`src/rtl/sfa_pkg.sv`:
```
package sfa_pkg;
  typedef enum logic [1:0] {
    PH_IDLE = 2'd0,
    PH_COMM = 2'd1,
    PH_COMP = 2'd2,
    PH_CTRL = 2'd3
  } phase_e;
endpackage

```
`src/rtl/sfa_sequencer.sv`:
```
module sfa_sequencer
  import sfa_pkg::*;
#(
  parameter int LW    = 8,
  parameter int CELLS = 4
) (
  input  logic          clk_i,
  input  logic          rst_ni,
  input  logic          start_i,
  input  logic          abort_i,
  input  logic [LW-1:0] comm_len_i,
  input  logic [LW-1:0] comp_len_i,
  output phase_e        phase_o,
  output logic          load_o,
  output logic          clear_o,
  output logic          shift_o,
  output logic          calc_o,
  output logic          ctrl_o,
  output logic          full_o
);
  localparam int RW = $clog2(CELLS) + 1;
  localparam logic [RW-1:0] FILL = RW'(CELLS - 1);

  phase_e        state_q;
  logic [LW-1:0] cnt_q, comm_q, comp_q;
  logic [RW-1:0] rounds_q;

  function automatic logic [LW-1:0] len_m1(input logic [LW-1:0] len);
    return (len == '0) ? '0 : len - LW'(1);
  endfunction

  assign load_o  = (state_q == PH_IDLE) && start_i && !abort_i;
  assign clear_o = abort_i || load_o;
  assign shift_o = (state_q == PH_COMM) && (cnt_q == '0) && !abort_i;
  assign calc_o  = (state_q == PH_COMP) && (cnt_q == '0) && !abort_i;
  assign ctrl_o  = (state_q == PH_CTRL) && !abort_i;
  assign full_o  = (rounds_q == FILL);
  assign phase_o = state_q;

  always_ff @(posedge clk_i or negedge rst_ni) begin
    if (!rst_ni) begin
      state_q  <= PH_IDLE;
      cnt_q    <= '0;
      comm_q   <= '0;
      comp_q   <= '0;
      rounds_q <= '0;
    end else if (abort_i) begin
      state_q  <= PH_IDLE;
      cnt_q    <= '0;
      rounds_q <= '0;
    end else begin
      unique case (state_q)
        PH_IDLE: if (start_i) begin
          state_q  <= PH_COMM;
          comm_q   <= len_m1(comm_len_i);
          comp_q   <= len_m1(comp_len_i);
          cnt_q    <= len_m1(comm_len_i);
          rounds_q <= '0;
        end
        PH_COMM: if (cnt_q == '0) begin
          state_q <= PH_COMP;
          cnt_q   <= comp_q;
        end else begin
          cnt_q <= cnt_q - LW'(1);
        end
        PH_COMP: if (cnt_q == '0) begin
          state_q <= PH_CTRL;
        end else begin
          cnt_q <= cnt_q - LW'(1);
        end
        PH_CTRL: begin
          state_q <= PH_COMM;
          cnt_q   <= comm_q;
          if (rounds_q != FILL) rounds_q <= rounds_q + RW'(1);
        end
        default: state_q <= PH_IDLE;
      endcase
    end
  end


  ctrl_single_chk: assert property (@(posedge clk_i) disable iff (!rst_ni)
    (state_q == PH_CTRL) |=> (state_q != PH_CTRL));

  phase_excl_chk: assert property (@(posedge clk_i) disable iff (!rst_ni)
    $onehot0({shift_o, calc_o, ctrl_o}));

  abort_idle_chk: assert property (@(posedge clk_i) disable iff (!rst_ni)
    abort_i |=> (state_q == PH_IDLE));

  restart_ignored_chk: assert property (@(posedge clk_i) disable iff (!rst_ni)
    ((state_q != PH_IDLE) && start_i && !abort_i) |=> (state_q != PH_IDLE));
endmodule

```
`src/rtl/sfa_cell.sv`:
```
module sfa_cell #(
  parameter int DW = 16,
  parameter int AW = 40
) (
  input  logic                 clk_i,
  input  logic                 rst_ni,
  input  logic                 clear_i,
  input  logic                 load_i,
  input  logic                 shift_i,
  input  logic                 calc_i,
  input  logic signed [DW-1:0] coef_i,
  input  logic signed [DW-1:0] x_i,
  input  logic signed [AW-1:0] ps_i,
  output logic signed [DW-1:0] x_o,
  output logic signed [AW-1:0] ps_o
);
  logic signed [DW-1:0]   coef_q, xa_q, xb_q;
  logic signed [AW-1:0]   psin_q, acc_q;
  logic signed [2*DW-1:0] mul;
  logic signed [AW-1:0]   prod;

  assign mul  = coef_q * xa_q;
  assign prod = {{(AW-2*DW){mul[2*DW-1]}}, mul};
  assign x_o  = xb_q;
  assign ps_o = acc_q;

  always_ff @(posedge clk_i or negedge rst_ni) begin
    if (!rst_ni) begin
      coef_q <= '0;
      xa_q   <= '0;
      xb_q   <= '0;
      psin_q <= '0;
      acc_q  <= '0;
    end else if (clear_i) begin
      if (load_i) coef_q <= coef_i;
      xa_q   <= '0;
      xb_q   <= '0;
      psin_q <= '0;
      acc_q  <= '0;
    end else begin
      // samples advance two stages per cell, partial sums one
      if (shift_i) begin
        xa_q   <= x_i;
        xb_q   <= xa_q;
        psin_q <= ps_i;
      end
      if (calc_i) acc_q <= psin_q + prod;
    end
  end


  acc_cleared_chk: assert property (@(posedge clk_i) disable iff (!rst_ni)
    clear_i |=> (acc_q == '0 && xa_q == '0));

  acc_hold_chk: assert property (@(posedge clk_i) disable iff (!rst_ni)
    (!calc_i && !clear_i) |=> $stable(acc_q));
endmodule

```
`src/rtl/sfa_drain.sv`:
```
module sfa_drain #(
  parameter int AW = 40
) (
  input  logic                 clk_i,
  input  logic                 rst_ni,
  input  logic                 clear_i,
  input  logic                 ctrl_i,
  input  logic                 full_i,
  input  logic signed [AW-1:0] acc_i,
  output logic signed [AW-1:0] result_o,
  output logic                 valid_o
);
  always_ff @(posedge clk_i or negedge rst_ni) begin
    if (!rst_ni) begin
      result_o <= '0;
      valid_o  <= 1'b0;
    end else if (clear_i) begin
      result_o <= '0;
      valid_o  <= 1'b0;
    end else if (ctrl_i) begin
      result_o <= acc_i;
      valid_o  <= full_i;
    end else begin
      valid_o <= 1'b0;
    end
  end


  valid_pulse_chk: assert property (@(posedge clk_i) disable iff (!rst_ni)
    valid_o |=> !valid_o);

  abort_quiet_chk: assert property (@(posedge clk_i) disable iff (!rst_ni)
    clear_i |=> !valid_o);
endmodule

```
`src/rtl/phased_systolic_fir.sv`:
```
module phased_systolic_fir
  import sfa_pkg::*;
#(
  parameter int CELLS = 4,
  parameter int DW    = 16,
  parameter int AW    = 40,
  parameter int LW    = 8
) (
  input  logic                clk_i,
  input  logic                rst_ni,
  input  logic                start_i,
  input  logic                abort_i,
  input  logic [LW-1:0]       comm_len_i,
  input  logic [LW-1:0]       comp_len_i,
  input  logic [CELLS*DW-1:0] coef_i,
  input  logic [DW-1:0]       sample_i,
  output logic                sample_ack_o,
  output logic [AW-1:0]       result_o,
  output logic                result_valid_o,
  output logic [1:0]          phase_o
);
  phase_e phase;
  logic   load, clear, shift, calc, ctrl, full;

  logic signed [DW-1:0] x_chain  [CELLS+1];
  logic signed [AW-1:0] ps_chain [CELLS+1];
  logic signed [AW-1:0] res_s;

  sfa_sequencer #(.LW(LW), .CELLS(CELLS)) u_seq (
    .clk_i      (clk_i),
    .rst_ni     (rst_ni),
    .start_i    (start_i),
    .abort_i    (abort_i),
    .comm_len_i (comm_len_i),
    .comp_len_i (comp_len_i),
    .phase_o    (phase),
    .load_o     (load),
    .clear_o    (clear),
    .shift_o    (shift),
    .calc_o     (calc),
    .ctrl_o     (ctrl),
    .full_o     (full)
  );

  assign x_chain[0]  = sample_i;
  assign ps_chain[0] = '0;

  for (genvar g = 0; g < CELLS; g++) begin : g_cell
    sfa_cell #(.DW(DW), .AW(AW)) u_cell (
      .clk_i   (clk_i),
      .rst_ni  (rst_ni),
      .clear_i (clear),
      .load_i  (load),
      .shift_i (shift),
      .calc_i  (calc),
      .coef_i  (coef_i[g*DW +: DW]),
      .x_i     (x_chain[g]),
      .ps_i    (ps_chain[g]),
      .x_o     (x_chain[g+1]),
      .ps_o    (ps_chain[g+1])
    );
  end

  sfa_drain #(.AW(AW)) u_drain (
    .clk_i    (clk_i),
    .rst_ni   (rst_ni),
    .clear_i  (clear),
    .ctrl_i   (ctrl),
    .full_i   (full),
    .acc_i    (ps_chain[CELLS]),
    .result_o (res_s),
    .valid_o  (result_valid_o)
  );

  assign result_o     = res_s;
  assign sample_ack_o = shift;
  assign phase_o      = phase;


  ack_single_chk: assert property (@(posedge clk_i) disable iff (!rst_ni)
    sample_ack_o |=> !sample_ack_o);

  ack_in_comm_chk: assert property (@(posedge clk_i) disable iff (!rst_ni)
    sample_ack_o |-> (phase_o == 2'd1));
endmodule

```
`config.mk`:
```
export PLATFORM = sky130hd
export DESIGN_NAME = phased_systolic_fir
export DESIGN_NICKNAME = d
export VERILOG_FILES = /design/src/rtl/sfa_pkg.sv /design/src/rtl/sfa_sequencer.sv /design/src/rtl/sfa_cell.sv /design/src/rtl/sfa_drain.sv /design/src/rtl/phased_systolic_fir.sv
export SDC_FILE = /design/constraint.sdc
export NUM_CORES = 2
export LEC_CHECK = 0
export ABC_AREA = 0
export BUFFER_PORTS_ARGS = -buffer_cell sky130_fd_sc_hd__buf_2
export CORE_MARGIN = 1
export CORE_UTILIZATION = 45
export CTS_CLUSTER_SIZE = 40
export DETAILED_ROUTE_END_ITERATION = 8
export PLACE_DENSITY_LB_ADDON = 0.12
export REMOVE_ABC_BUFFERS = 1
export SLEW_MARGIN = 20
export SYNTH_ARGS = -nofsm -noshare
export SYNTH_HDL_FRONTEND = slang
export SYNTH_SLANG_ARGS = --single-unit
```
`constraint.sdc`:
```
create_clock -name clk_i -period 7.6 [get_ports clk_i]
set_clock_uncertainty 0.15 [all_clocks]
set_input_delay 0.38 -clock clk_i [delete_from_list [all_inputs] [get_ports clk_i]]
set_output_delay 0.38 -clock clk_i [all_outputs]
set_load 0.02 [all_outputs]
```
# Word-level counts from Yosys, hierarchy flattened
# Index checks and enable logic that the tools add are counted.
# W data, S select, Z words.
op_classes:
  add_sub_neg: 8
  n_mul: 4
  n_eq_ne: 10
  muxes: 50
  bitwise_logic: 1
  reduce_logical: 22
op_table:
  columns: ["cell", "count"]
  rows:
  - ["$mux W40", 18]
  - ["$mux W16", 14]
  - ["$add A40 B32 Y40", 4]
  - ["$mul A16 B16 Y32", 4]
  - ["$mux W8", 6]
  - ["$pmux W8 S4", 1]
  - ["$logic_not A8 Y1", 3]
  - ["$sub A8 B1 Y8 const B", 3]
  - ["$ne A3 B3 Y1 const B", 5]
  - ["$mux W3", 3]
  - ["$reduce_and A3 Y1", 3]
  - ["$mux W2", 4]
  - ["$pmux W2 S4", 1]
  - ["$logic_and A1 B1 Y1", 7]
  - ["$pmux W3 S2", 1]
  - ["$reduce_bool A2 Y1", 3]
  - ["$eq A2 B2 Y1 const B", 2]
  - ["$reduce_and A2 Y1", 2]
  - ["$add A3 B1 Y3 const B", 1]
  - ["$eq A3 B2 Y1 const B", 1]
  - ["$ne A3 B2 Y1 const B", 1]
  - ["$reduce_bool A3 Y1", 1]
  - ["$eq A2 B1 Y1 const B", 1]
  - ["$logic_not A2 Y1", 1]
  - ["4 further kinds", 5]
totals:
  ff_bits: 566
  inputBits: 100
  output_inout_bits: 44
  wordCells: 121

# Depth between registers and ports, before layout
depth:
  word_depth: 5
  ltp_mapped: 25
  mapped_depth_nobuf: 24

# By module
# A second synthesis with hierarchy kept.
hier_totals:
  hier_cells: 7497
  hier_area_um2: 73830.8
modules_own_cells:
  columns: ["module", "instances", "cells_each", "area_per_inst_um2", "seq_area_each_um2"]
  rows:
  - ["sfa_cell at g_cell[1].u_cell ...", 2, 1777, 17564.3, 3203.1]
  - ["sfa_cell at g_cell[3].u_cell", 1, 1790, 17526.8, 3203.1]
  - ["sfa_cell at g_cell[0].u_cell", 1, 1789, 17511.8, 3203.1]
  - ["sfa_sequencer", 1, 230, 1953.1, 725.7]
  - ["sfa_drain", 1, 133, 1706.6, 1026.0]
  - ["phased_systolic_fir", 1, 1, 3.8, 0.0]

# Least setup slack after synthesis
# No wires, ideal clock.
synth_timing:
  path_type: "register to register"
  startpoint: "register g_cell[2].u_cell.coef_q[15]"
  endpoint: "register g_cell[2].u_cell.acc_q[39]"
  setup_time_ns: 0.094
  t_arrival_ns: 6.363
  slack_ns: 0.993
  path_stages_with_launch: 24
  path_buffers: 1
  period_less_slack_ns: 6.607
  cell_sequence: "dfrtp_1 > clkbuf_1 > nand2_1 > inv_1 > fa_1 > fa_1 > inv_1 > fa_1 > fa_1 > inv_1 > fa_1 > inv_1 > fa_1 > inv_1 > ha_1 > nand4_1 > nor4_1 > a221oi_1 > o21ai_1 > a31oi_4 > o31ai_1 > a21oi_1 > xnor2_1 > a211oi_1"
synth_via:
  elab_chain_len: 4
synth_lines:
  columns: ["element", "line_no", "text"]
  rows:
  - ["start, declared", "sfa_cell.sv:17", "logic signed [DW-1:0] coef_q, xa_q, xb_q;"]
  - ["start signal, assigned", "sfa_cell.sv:35", "if (load_i) coef_q <= coef_i;"]
  - ["$mul A16 B16 Y32", "sfa_cell.sv:22", "assign mul = coef_q * xa_q;"]
  - ["$add A40 B32 Y40", "sfa_cell.sv:47", "if (calc_i) acc_q <= psin_q + prod;"]
  - ["$mux W40", "sfa_cell.sv:47", null]
  - ["$mux W40", "sfa_cell.sv:34", "end else if (clear_i) begin"]
  - ["end signal, assigned", "sfa_cell.sv:47", null]
  - ["end, declared", "sfa_cell.sv:18", "logic signed [AW-1:0] psin_q, acc_q;"]
# No other way between the ends. The select of a mux whose other input is x is not followed.
# A chain may end at the register's enable or synchronous reset.

# Worst setup path in the final report
layout_timing:
  startpoint: "register g_cell[1].u_cell.xa_q[3]"
  endpoint: "register g_cell[1].u_cell.acc_q[38]"
layout_via:
  elab_chain_len: 4
layout_lines:
  columns: ["element", "line_no", "text"]
  rows:
  - ["start, declared", "sfa_cell.sv:17", null]
  - ["start signal, assigned", "sfa_cell.sv:43", "xa_q <= x_i;"]
  - ["$mul A16 B16 Y32", "sfa_cell.sv:22", null]
  - ["$add A40 B32 Y40", "sfa_cell.sv:47", null]
  - ["$mux W40", "sfa_cell.sv:47", null]
  - ["$mux W40", "sfa_cell.sv:34", null]
  - ["end signal, assigned", "sfa_cell.sv:47", null]
  - ["end, declared", "sfa_cell.sv:18", null]
# No other way between the ends. The select of a mux whose other input is x is not followed.

==> results.py <==
metrics = {
    "run_status": {
        "status": "completed",
    },
    "placed_design": {
        "dp_hpwl_um": 133000,
        "placed_cell_area_mm2": 0.0714,
        "post-place-ws_ps": 336,
        "portBuffers": 143,
        "gp_congestion": 0.895,
    },
    "global_routing": {
        "grt-ovfl-total": 0,
        "grt_pass1_wl_um": 281000,
        "first_global_vias": 52800,
        "grt_max_degree": 160,
        "grt_use_total_pct": 23.1,
        "antenna_found_initial": 2,
    },
    "synth": {
        "async_flop_share_pct": 100,
        "synthCells": 7348,
        "synthTopCellsByArea": "fa_1 37%, dfrtp_1 19%, inv_1 8.5%",
        "syn_area_mm2": 0.0685,
        "synth_common_cells": "1,546 x inv_1, 1,286 x nand2_1, 1,267 x fa_1",
        "synthMostInstantiatedCell": "inv_1",
        "ys_seq_elements": 526,
        "ys_seq_area_share_pct": 19.2,
        "synth_top_area_cell": "fa_1",
        "syn_area_per_cell_um2": 9.33,
        "synth_edf_count": 0,
        "yosysTopAreaCellShare_pct": 37.0,
        "synthFlopType": "dfrtp_1",
        "yosys_warnings": 0,
        "synth_cell_types": 91,
    },
    "layout": {
        "fin_area_mm2": 0.0748,
        "area_growth_pct": 9.15,
        "drive_gt1_share_pct": 6.50,
        "antennaDiodeCount": 0,
        "nets": 9268,
    },
    "worst_setup_path": {
        "r2r-start": "g_cell[1].u_cell.xa_q[3]",
        "worstPathRequired_ps": 7970,
        "r2r_slack_ps": 380,
        "r2r_cells": 20,
        "cp_data_arrival_time_ps": 7590,
        "cp.buffers_inverters": 5,
        "r2r-end": "g_cell[1].u_cell.ps_o[38]",
        "cp-end-kind": "flip-flop",
        "path_class": "reg -> reg",
        "cp_slowest_cell": "dfrtp_1",
        "path_cells": "and2_1 > fa_1 > fa_1 > inv_1 > fa_1 > fa_1 > inv_1 > fa_1 > inv_1 > fa_1 > inv_1 > ha_1 > inv_1 > nor2_1 > nand4_1 > a2111oi_0 > nor3_1 > a21oi_1 > xnor2_1 > o21ai_2",
        "start_kind": "flip-flop",
        "crit_start": "g_cell[1].u_cell.xa_q[3]",
        "crit_fanout": 18,
        "cpMostUsedCell": "fa_1",
        "crit_family": "adder cells",
        "max_stage_delay_ps": 800,
    },
    "timing": {
        "hold_viol_final": 0,
        "fmaxAchievable_mhz": 139,
        "setup_slack_ps": 380,
        "setup_viol": 0,
        "worst_slew_pin_slew_ps": 1090,
        "slew_violations": 0,
        "rsz0062_at_grt": "no",
        "min_period_ps": 7220,
        "relSlewSlack_pct": 27.5,
        "post-route-period-util_pct": 95.0,
        "hold_ws_ps": 81.2,
    },
    "clock_tree": {
        "cts_root_buf": "clkbuf_16",
        "path_clk_slew_ps": 60,
        "cts_tree": "yes",
        "htreeDepth": 3,
        "cts_buffers": 69,
        "cts_sinks": 526,
        "clock_path_buffers": 3,
        "clk_latency_ps": 690,
    },
    "routing": {
        "drt_iter0_drc": 2212,
        "drt_wl_total_um": 168000,
        "drc": 0,
        "firstDrtPassIters": 5,
        "ant_nets": 0,
        "avgRoutedWirePerCell_um": 17.6,
        "vias": 47800,
        "vias_per_cell": 5.02,
    },
    "worst_hold_path": {
        "min_path_type": "in -> async",
    },
    "floorplanning": {
        "die_h_um": 392,
        "dieArea_mm2": 0.154,
        "core-area_mm2": 0.150,
        "ios": 144,
        "start_util_pct": 45.5,
        "dieWidth_um": 392,
        "rows": 142,
    },
    "pwr": {
        "p_leak_nw": 39.1,
        "p_comb_share_pct": 21.1,
        "p_total_mw": 9.53,
        "p_switching_mw": 3.72,
        "power_switching_share_pct": 39.0,
        "p_seq_share_pct": 42.4,
        "power.density_mw_per_mm2": 127,
        "vdd_ir_drop_max_v": 0.000238,
        "p_clk_share_pct": 36.6,
        "internal-power_mw": 5.81,
    },
    "flow_run": {
        "maxCapViolCount": 0,
    },
}
[sequential cells by signal, indices dropped and copies added (netlist names)]
name	flops
u_seq.cnt_q	8
g_cell.u_cell.psin_q	120
u_seq.phase_o	2
u_drain.valid_o	1
u_drain.result_o	40
u_seq.rounds_q	3
g_cell.u_cell.ps_o	160
u_seq.comm_q	8
u_seq.comp_q	8
g_cell.u_cell.x_o	48
g_cell.u_cell.xa_q	64
g_cell.u_cell.coef_q	64
[worst max path at each step]
stage,to,cells after the start
after CTS,g_cell[1].u_cell.ps_o[38],21
final,g_cell[1].u_cell.ps_o[38],20
after global routing,g_cell[1].u_cell.ps_o[38],20
after detailed placement,g_cell[1].u_cell.ps_o[38],21
after floorplan,g_cell[1].u_cell.ps_o[34],5
after global placement,g_cell[1].u_cell.ps_o[38],21
[cell usage in the layout, fill, tap and decap left out, types with 10 or more instances in the layout]
cell           count
a211oi_1          24
a21o_1            68
a21oi_1          451
a221oi_1          13
a31oi_1           18
and2_1           460
and3_1            16
buf_2            142
buf_4            110
clkbuf_1          13
clkbuf_16         70
clkinv_2          12
dfrtp_1          524
dlygate4sd3_1    102
fa_1            1267
ha_1             443
inv_1           1546
mux2_2            64
mux2i_1           45
nand2_1         1283
nand2b_1          20
nand3_1           43
nand4_1           15
nor2_1           194
nor3_1            27
o21a_1            20
o21ai_0          125
o21ai_1           11
o21bai_1          27
or3_1             10
xnor2_1           99
xor2_1            51
[logic make-up (layout without fill, tap and decap cells)]
family,count (synthesis),in the layout,share of synthesized area (%)
AND/OR/NAND/NOR,2122,2122,13.9
adder cells (fa/ha/maj),1711,1711,45.1
multiplexers,109,109,1.71
flip-flops,526,526,19.2
AO/OA/AOI/OAI,864,864,7.72
XOR/XNOR,150,150,1.92
buffers and inverters,1866,2028,10.4
[layout make-up]
| type | count | area (um^2) |
|---|---|---|
| Tap cell | 2016 | 2520 |
| Fill cell | 14300 | 75700 |
| Timing Repair Buffer | 358 | 2630 |
| Clock buffer | 87 | 1860 |
| Multi-Input combinational cell | 4956 | 48300 |
| Inverter | 1546 | 5800 |
| Sequential cell | 526 | 13200 |
| Clock inverter | 37 | 517 |
[metrics by stage]
step	TNS (ps)	std cells	utilization, %
2_1_floorplan	-122850	7028	-
5_1_grt	0	9526	49.7
3_3_place_gp	0	9300	47.4
3_5_place_dp	0	9300	47.4
4_1_cts	0	9526	49.7
6_report	0	9526	49.7
[power by group through the flow]
stage                     logic (mW)  registers (mW)  clock network (mW)
after floorplan                 1.22            3.62                   0
after global placement          1.95            4.09                   0
after detailed placement        1.98            4.10                   0
after CTS                       2.03            4.05                3.60
after global routing            2.24            4.11                3.69
final                           2.01            4.04                3.49
[metal layers]
layer  vias to the layer above  global-route usage (%)  part of all wire (%)
li1                      22400                       -                     -
met1                     24500                    29.4                    44
met2                       694                    41.5                    51
met3                       241                    2.51                   3.1
met4                         4                    5.85                   2.5
met5                         -                       0                 0.016
[repair_timing]
action	CTS	global route
setup buffers	0	0
hold buffers	102	0
hold endpoints to repair	148	0
setup endpoints to repair	0	3
resized for setup	0	2
Power figures use the tool's default switching activity.
